**src/rtl/csa_pkg.sv**
```systemverilog
package csa_pkg;

    localparam int NUM_OPS   = 9;
    localparam int GROW_BITS = 4;
    localparam int NUM_LVLS  = 4;

    // operand count left after one 3:2 level
    function automatic int level_out(input int n);
        return 2 * (n / 3) + (n % 3);
    endfunction

endpackage

```
**src/rtl/csa_level.sv**
```systemverilog
module csa_level
    import csa_pkg::*;
#(
    parameter int RW    = 12,
    parameter int N_IN  = 9,
    parameter bit REG   = 1'b1,
    parameter int N_OUT = level_out(N_IN)
) (
    input  logic                       clk,
    input  logic                       rst_n,
    input  logic                       vin,
    input  logic [N_IN-1:0][RW-1:0]    din,
    output logic                       vout,
    output logic [N_OUT-1:0][RW-1:0]   dout
);

    localparam int NG = N_IN / 3;
    localparam int NL = N_IN % 3;

    logic [N_OUT-1:0][RW-1:0] nxt;

    // 3:2 cells, each bit position independent
    for (genvar g = 0; g < NG; g++) begin : g_cell
        logic [RW-1:0] x, y, z, maj;
        assign x   = din[3*g];
        assign y   = din[3*g+1];
        assign z   = din[3*g+2];
        assign maj = (x & y) | (x & z) | (y & z);
        assign nxt[2*g]   = x ^ y ^ z;
        assign nxt[2*g+1] = {maj[RW-2:0], 1'b0};
    end

    // leftover operands pass straight through
    for (genvar l = 0; l < NL; l++) begin : g_pass
        assign nxt[2*NG+l] = din[3*NG+l];
    end

    if (REG) begin : g_reg
        always_ff @(posedge clk or negedge rst_n) begin
            if (!rst_n) begin
                vout <= 1'b0;
                dout <= '0;
            end else begin
                vout <= vin;
                dout <= nxt;
            end
        end

        a_r5_stage_valid: assert property (@(posedge clk) disable iff (!rst_n)
            vout == $past(vin));
    end else begin : g_comb
        assign vout = vin;
        assign dout = nxt;
    end

    // total across the level is conserved (modulo 2^RW)
    logic [RW-1:0] tot_in, tot_nxt;
    always_comb begin
        tot_in  = '0;
        tot_nxt = '0;
        for (int i = 0; i < N_IN; i++)  tot_in  = tot_in + din[i];
        for (int i = 0; i < N_OUT; i++) tot_nxt = tot_nxt + nxt[i];
    end

    a_r2_level_conserves: assert property (@(posedge clk) disable iff (!rst_n)
        vin |-> (tot_nxt == tot_in));

endmodule

```
**src/rtl/cla_adder.sv**
```systemverilog
module cla_adder #(
    parameter int RW  = 12,
    parameter bit REG = 1'b1
) (
    input  logic          clk,
    input  logic          rst_n,
    input  logic          vin,
    input  logic [RW-1:0] a,
    input  logic [RW-1:0] b,
    output logic          vout,
    output logic [RW-1:0] s
);

    logic [RW-1:0] gen, prp, cry, sum_c;

    // every carry is built directly from lower generate/propagate terms
    always_comb begin
        gen = a & b;
        prp = a ^ b;
        cry = '0;
        for (int i = 1; i < RW; i++) begin
            for (int j = 0; j < i; j++) begin
                automatic logic term = gen[j];
                for (int k = j + 1; k < i; k++) term = term & prp[k];
                cry[i] = cry[i] | term;
            end
        end
        sum_c = prp ^ cry;
    end

    if (REG) begin : g_reg
        always_ff @(posedge clk or negedge rst_n) begin
            if (!rst_n) begin
                vout <= 1'b0;
                s    <= '0;
            end else begin
                vout <= vin;
                s    <= sum_c;
            end
        end
    end else begin : g_comb
        assign vout = vin;
        assign s    = sum_c;
    end

    a_r4_adder_exact: assert property (@(posedge clk) disable iff (!rst_n)
        vin |-> (sum_c == RW'(a + b)));

endmodule

```
**src/rtl/csa_sum9.sv**
```systemverilog
module csa_sum9
    import csa_pkg::*;
#(
    parameter int W    = 8,
    parameter bit PIPE = 1'b1
) (
    input  logic             clk,
    input  logic             rst_n,
    input  logic             in_vld,
    input  logic [W-1:0]     opd0,
    input  logic [W-1:0]     opd1,
    input  logic [W-1:0]     opd2,
    input  logic [W-1:0]     opd3,
    input  logic [W-1:0]     opd4,
    input  logic [W-1:0]     opd5,
    input  logic [W-1:0]     opd6,
    input  logic [W-1:0]     opd7,
    input  logic [W-1:0]     opd8,
    output logic [W+3:0]     sum_out,
    output logic             out_vld
);

    localparam int RW = W + GROW_BITS;
    localparam int N0 = NUM_OPS;
    localparam int N1 = level_out(N0);
    localparam int N2 = level_out(N1);
    localparam int N3 = level_out(N2);
    localparam int N4 = level_out(N3);
    localparam int LAT = NUM_LVLS + 1;
    localparam logic [RW-1:0] MAX_SUM = RW'(NUM_OPS * ((2 ** W) - 1));

    logic [N0-1:0][RW-1:0] v0;
    logic [N1-1:0][RW-1:0] v1;
    logic [N2-1:0][RW-1:0] v2;
    logic [N3-1:0][RW-1:0] v3;
    logic [N4-1:0][RW-1:0] v4;
    logic vl1, vl2, vl3, vl4;

    assign v0 = {RW'(opd8), RW'(opd7), RW'(opd6), RW'(opd5), RW'(opd4),
                 RW'(opd3), RW'(opd2), RW'(opd1), RW'(opd0)};

    csa_level #(.RW(RW), .N_IN(N0), .REG(PIPE)) u_lvl1 (
        .clk(clk), .rst_n(rst_n), .vin(in_vld), .din(v0), .vout(vl1), .dout(v1));
    csa_level #(.RW(RW), .N_IN(N1), .REG(PIPE)) u_lvl2 (
        .clk(clk), .rst_n(rst_n), .vin(vl1), .din(v1), .vout(vl2), .dout(v2));
    csa_level #(.RW(RW), .N_IN(N2), .REG(PIPE)) u_lvl3 (
        .clk(clk), .rst_n(rst_n), .vin(vl2), .din(v2), .vout(vl3), .dout(v3));
    csa_level #(.RW(RW), .N_IN(N3), .REG(PIPE)) u_lvl4 (
        .clk(clk), .rst_n(rst_n), .vin(vl3), .din(v3), .vout(vl4), .dout(v4));

    cla_adder #(.RW(RW), .REG(PIPE)) u_cla (
        .clk(clk), .rst_n(rst_n), .vin(vl4), .a(v4[0]), .b(v4[1]),
        .vout(out_vld), .s(sum_out));

    // the tree ends in exactly two vectors
    initial begin
        a_r3_two_vectors: assert (N4 == 2);
    end

    a_r6_no_overflow: assert property (@(posedge clk) disable iff (!rst_n)
        out_vld |-> (sum_out <= MAX_SUM));

    if (PIPE) begin : g_lat
        a_r5_latency: assert property (@(posedge clk) disable iff (!rst_n)
            out_vld == $past(in_vld, LAT));
    end

endmodule

```
**config.mk**
```make
export PLATFORM = sky130hd
export DESIGN_NAME = csa_sum9
export DESIGN_NICKNAME = d
export VERILOG_FILES = /design/src/rtl/csa_pkg.sv /design/src/rtl/csa_level.sv /design/src/rtl/cla_adder.sv /design/src/rtl/csa_sum9.sv
export SDC_FILE = /design/constraint.sdc
export NUM_CORES = 1
export LEC_CHECK = 0
export BUFFER_PORTS_ARGS = -buffer_cell sky130_fd_sc_hd__buf_2
export CORE_ASPECT_RATIO = 0.6
export CORE_MARGIN = 2
export CORE_UTILIZATION = 55
export CTS_BUF_LIST = sky130_fd_sc_hd__clkbuf_16
export CTS_CLUSTER_DIAMETER = 50
export DETAILED_ROUTE_END_ITERATION = 12
export HOLD_SLACK_MARGIN = 0.1
export PLACE_DENSITY = 0.84
export SLEW_MARGIN = 20
export SYNTH_ARGS = -nofsm -noshare
export SYNTH_HDL_FRONTEND = slang
export SYNTH_SLANG_ARGS = --single-unit
export TNS_END_PERCENT = 1
```
**constraint.sdc**
```tcl
create_clock -name clk -period 2.2 [get_ports clk]
set_input_delay 0.11 -clock clk [delete_from_list [all_inputs] [get_ports clk]]
set_output_delay 0.11 -clock clk [all_outputs]
set_load 0.005 [all_outputs]
```
# [After elaboration in Yosys (flattened, before gate mapping)]
# Index checks and enable logic that the tools add are counted.
# W data, S select, Z words.
[word_totals] elab_cells=183 inputBits=75 register_bits=189
[classes] bitwise=162
[ops] operator="$or A11 B11 Y11" n=14
[ops] operator="$and A11 B11 Y11" n=13
[ops] operator="$xor A12 B12 Y12" n=10
[ops] operator="$and A8 B8 Y8" n=9
[ops] operator="$and A1 B1 Y1" n=55
[ops] operator="$or A1 B1 Y1" n=55
[ops] operator="$xor A12 B8 Y12" n=3
[ops] operator="$xor A8 B8 Y8" n=3

# [Longest topological paths before layout]
[depth] word_depth=22 depth_mapped=6

# [Modules after synthesis]
# A second synthesis with hierarchy kept.
[unflattened] cells_unflattened=338 hier_area_um2=6985.4
[modules_own_cells] module="csa_level (u_lvl1)" cells_each=110 seq_area_each_um2=1751.7 area_per_inst_um2=2509.9 instances=1
[modules_own_cells] module="csa_level (u_lvl2)" cells_each=74 seq_area_each_um2=1176.1 area_per_inst_um2=1682.9 instances=1
[modules_own_cells] module="csa_level (u_lvl3)" cells_each=50 seq_area_each_um2=900.9 area_per_inst_um2=1156.1 instances=1
[modules_own_cells] module="csa_level (u_lvl4)" cells_each=38 seq_area_each_um2=600.6 area_per_inst_um2=855.8 instances=1
[modules_own_cells] module="cla_adder" cells_each=65 seq_area_each_um2=325.3 area_per_inst_um2=777.0 instances=1
[modules_own_cells] module="csa_sum9" cells_each=1 seq_area_each_um2=0.0 area_per_inst_um2=3.8 instances=1

# [Least setup slack after synthesis]
# Ideal clock, no wire load.
[synth_path] path_type="register to register" start="register u_lvl4.dout[15] in the netlist's numbering" end="register u_cla.s[8]" path_stages_with_launch=7 arrival_time_ns=1.563 setup_slack_ns=0.513 synth_period_minus_slack_ns=1.687 path_cell_list="dfrtp_1 -> ha_1 -> ha_1 -> o211ai_2 -> a21boi_1 -> o21a_1 -> o31a_1"
[synth_via] elab_chain_cells=14 word_cells_on_any_way=29 cone_classes="bitwise (29)"
[synth_lines] element="start: declaration" line="csa_level.sv:14" source="output logic [N_OUT-1:0][RW-1:0] dout"
[synth_lines] element="start signal: assignment" line="csa_level.sv:45" source="dout <= nxt;"
[synth_lines] element="$xor A12 B12 Y12" line="cla_adder.sv:19" source="prp = a ^ b;"
[synth_lines] element="$and A1 B1 Y1 (5 in series)" line="cla_adder.sv:24" source="for (int k = j + 1; k < i; k++) term = term & prp[k];"
[synth_lines] element="$or A1 B1 Y1 (2 in series)" line="cla_adder.sv:25" source="cry[i] = cry[i] | term;"
[synth_lines] element="$or A1 B1 Y1 * (5 in series)" line="cla_adder.sv:25"
[synth_lines] element="$xor A12 B12 Y12 *" line="cla_adder.sv:28" source="sum_c = prp ^ cry;"
[synth_lines] element="net u_cla.sum_c[8]" line="cla_adder.sv:14" source="logic [RW-1:0] gen, prp, cry, sum_c;"
[synth_lines] element="end signal: assignment" line="cla_adder.sv:38" source="s <= sum_c;"
[synth_lines] element="end: declaration" line="cla_adder.sv:11" source="output logic [RW-1:0] s"
# The timed path passes the listed nets; every way through them passes the cells marked *.

# [Worst setup path after layout]
# Same ends and word-level chain as after synthesis.

==> summary.txt <==
Layout
  • Diode count: 0
  • Most frequent cells in the layout: dfrtp_1, dlygate4sd3_1, buf_2, fa_1, clkbuf_16
  • Area Overhead vs Synth: 42.6%
  • NumNets Final: approximately 600
  • Layout cells sized above 1: 0.267
  • Leading cell type in the layout, fill and taps excluded: dfrtp_1
  • Post-route cell area: about 7200 µm²

GRT
  • Vias in the first global route: around 3400
  • Total gr overflow: 0
  • GRT Overall Usage: 0.264
  • Largest net degree at the start of global routing: 60
  • Initial antenna violation count: 0
  • First-pass GRT wire length: 18300 µm

Power and ir drop
  • VDD IR-drop max: 0.892 mV
  • Cell Pwr Density: roughly 1100 nW/µm²
  • Leak pwr: ~3.3 nW
  • Final Total Pwr: a little over 0.008 W

Synth
  • Mapped cell area: just over 5000 µm²
  • Sequential share of the synthesized area: 0.715
  • Post-synth net total: roughly 380
  • Synth Area per Inst: around 21 µm²
  • Synth warn: 0
  • Asr flop ratio synth: 1.00
  • Flops & latches, synth: around 140
  • Post-synth top flop: dfrtp_1
  • Yosys cell types: 18
  • Number of synthesized flops with an enable pin: 0
  • Post-Synthesis Cells: 240

Setup path
  • Required time of the critical path: about 2.5 ns
  • CP Launch Type: flip-flop
  • Reg2reg start: u_lvl4.dout[15]
  • Crit-path most repeated cell: ha_1
  • Cell Chain, Critical Path: ha_1 -> ha_1 -> o211ai_2 -> a21boi_1 -> o21a_1 -> o31a_1
  • CP Capture Type: flip-flop
  • Slowest cell on crit path: dfrtp_1
  • R2r endpoint: u_cla.s[8]
  • Crit path kind: flip-flop to flip-flop
  • Crit Path Max Fanout: 3
  • Worst-case reg-to-reg path depth: 6
  • Worst R2R Setup Slack: ~0.33 ns
  • Critical Path Max Stage Delay: 0.41 ns
  • Data arrival time of the worst path: approximately 2.2 ns

Timing
  • Max_slew headroom: 0.640
  • Hold Vio Cnt, Final: 0
  • Tcrit/Tclk final: 0.852
  • Worst-margin pin slew: 0.539 ns
  • Fin crit period: between 1.5 and 2 ns
  • Slew Limit Fails: 0
  • Unrepaired setup endpoints after global routing: false
  • Clk_skew: 0.00988 ns
  • Setup violations, final: 0
  • Fmax: ~530 MHz
  • Fin Setup TNS: 0 ns

Clock tree
  • Clock Latency Late Sink: 0.41 ns
  • CTS sink cnt: approximately 140
  • H-tree levels: 4
  • Cts hold-fix bufs: 98
  • Postcts setup bufs: 0
  • CTS Buffer Depth: 2
  • Inserted Clock Buffers: 17
  • CTS root buffer: clkbuf_16
  • Post-CTS sizing: 0
  • CTS tree: yes
  • Clock-pin slew on the worst setup and hold paths: approximately 0.060 ns

Floorplanning
  • Die extent in x: approximately 130 µm
  • I/O pin count: 88
  • Site Rows: 27
  • Core Box Area: roughly 9100 µm²
  • Starting Density: 0.557
  • Die H: 78.2 µm
  • Die area: around 10000 µm²

Routing
  • DRC errors left: 0
  • Drt via density: ~4.8
  • TritonRoute pass-1 iters: 4
  • DRT iter0 DRCs: roughly 150
  • DRT antenna net count: 0
  • Vias: 2792
  • WL per Instance: ~20 µm
  • Final wirelength: between 10000 and 15000 µm

Status
  • Status: finished clean

Place
  • Routability cong.: slightly above 0.7
  • Number of port buffers: 87
  • HPWL reported at the end of detailed placement: just over 5000 µm
  • Placement Cell Area: approximately 5700 µm²

Run
  • Max-cap viol count: 0

Min path
  • Hold Path Class: input pin to asynchronous set/reset pin
[state kept, by name, indices dropped and copies added (netlist names)]
name,flops
u_lvl4.dout,19
u_lvl1.dout,48
u_lvl2.vout,1
u_lvl2.dout,34
u_lvl4.vout,1
u_cla.vout,1
u_cla.s,12
u_lvl3.vout,1
u_lvl1.vout,1
u_lvl3.dout,26
[metal layers]
metal  share of wire  up-vias  track usage
met4           0.029        0        0.108
met2            0.55      107        0.467
met3           0.042       22       0.0723
met1            0.38     1477        0.310
li1                -     1186            -
met5               0        -            0
[logic make-up after synthesis]
kind of cell / after synthesis / synth area share
compound gates: 11 / 0.0189
xor+xnor: 2 / 0.00348
fa+ha+maj: 68 / 0.249
flops: 144 / 0.715
simple gates: 15 / 0.0136
[how the worst max path moves through the flow]
stage / start / to / slack, ns / depth (start not counted)
2_1_floorplan: u_lvl4.dout[15] / u_cla.s[8] / 0.51 / 6
4_1_cts: u_lvl4.dout[15] / u_cla.s[8] / 0.36 / 6
3_5_place_dp: u_lvl4.dout[15] / u_cla.s[8] / 0.39 / 6
6_report: u_lvl4.dout[15] / u_cla.s[8] / 0.33 / 6
5_1_grt: u_lvl4.dout[15] / u_cla.s[8] / 0.26 / 6
3_3_place_gp: u_lvl4.dout[15] / u_cla.s[8] / 0.47 / 6
[area by class of cell]
| type | count | area, µm² |
|---|---|---|
| timing repair buffer | 188 | 1460 |
| clock buffer | 17 | 425 |
| sequential | 144 | 3600 |
| clock inverter | 15 | 120 |
| tap | 116 | 145 |
| multi-input combinational | 96 | 1440 |
| fill | 432 | 1860 |
[power by group]
part	leakage [nW]	internal, W	switching (W)	total (W)
clock network	0.256	0.00154	0.00113	0.00267
logic	1.35	0.000910	0.000882	0.00179
registers	1.69	0.00337	0.000358	0.00373
[critical path, delay by kind of cell (launching register included)]
| family | cells | cell delay [ns] |
|---|---|---|
| AO/OA/AOI/OAI | 4 | 0.82 |
| adder cells (fa/ha/maj) | 2 | 0.53 |
| flip-flops | 1 | 0.41 |
[Yosys cell counts, types with 2 or more instances]
cell type	number	area [µm²]
a21oi_2	2	17.5
fa_1	54	1080
nand3_1	2	10.0
nand2_1	3	11.3
nor2_1	8	30.0
dfrtp_1	144	3600
o21a_1	2	15.0
a21boi_1	2	15.0
ha_1	14	175
[through the flow]
| stage | hold WS, ns | util | std cells | setup slack (ns) |
|---|---|---|---|---|
| after floorplan | -0.186 | - | 240 | 0.513 |
| after global placement | 0.0952 | 0.625 | 446 | 0.474 |
| after detailed placement | 0.109 | 0.625 | 446 | 0.391 |
| after CTS | 0.255 | 0.794 | 576 | 0.361 |
| after global routing | 0.273 | 0.794 | 576 | 0.262 |
| final | 0.234 | 0.794 | 576 | 0.326 |
Power figures use the tool's default switching activity.
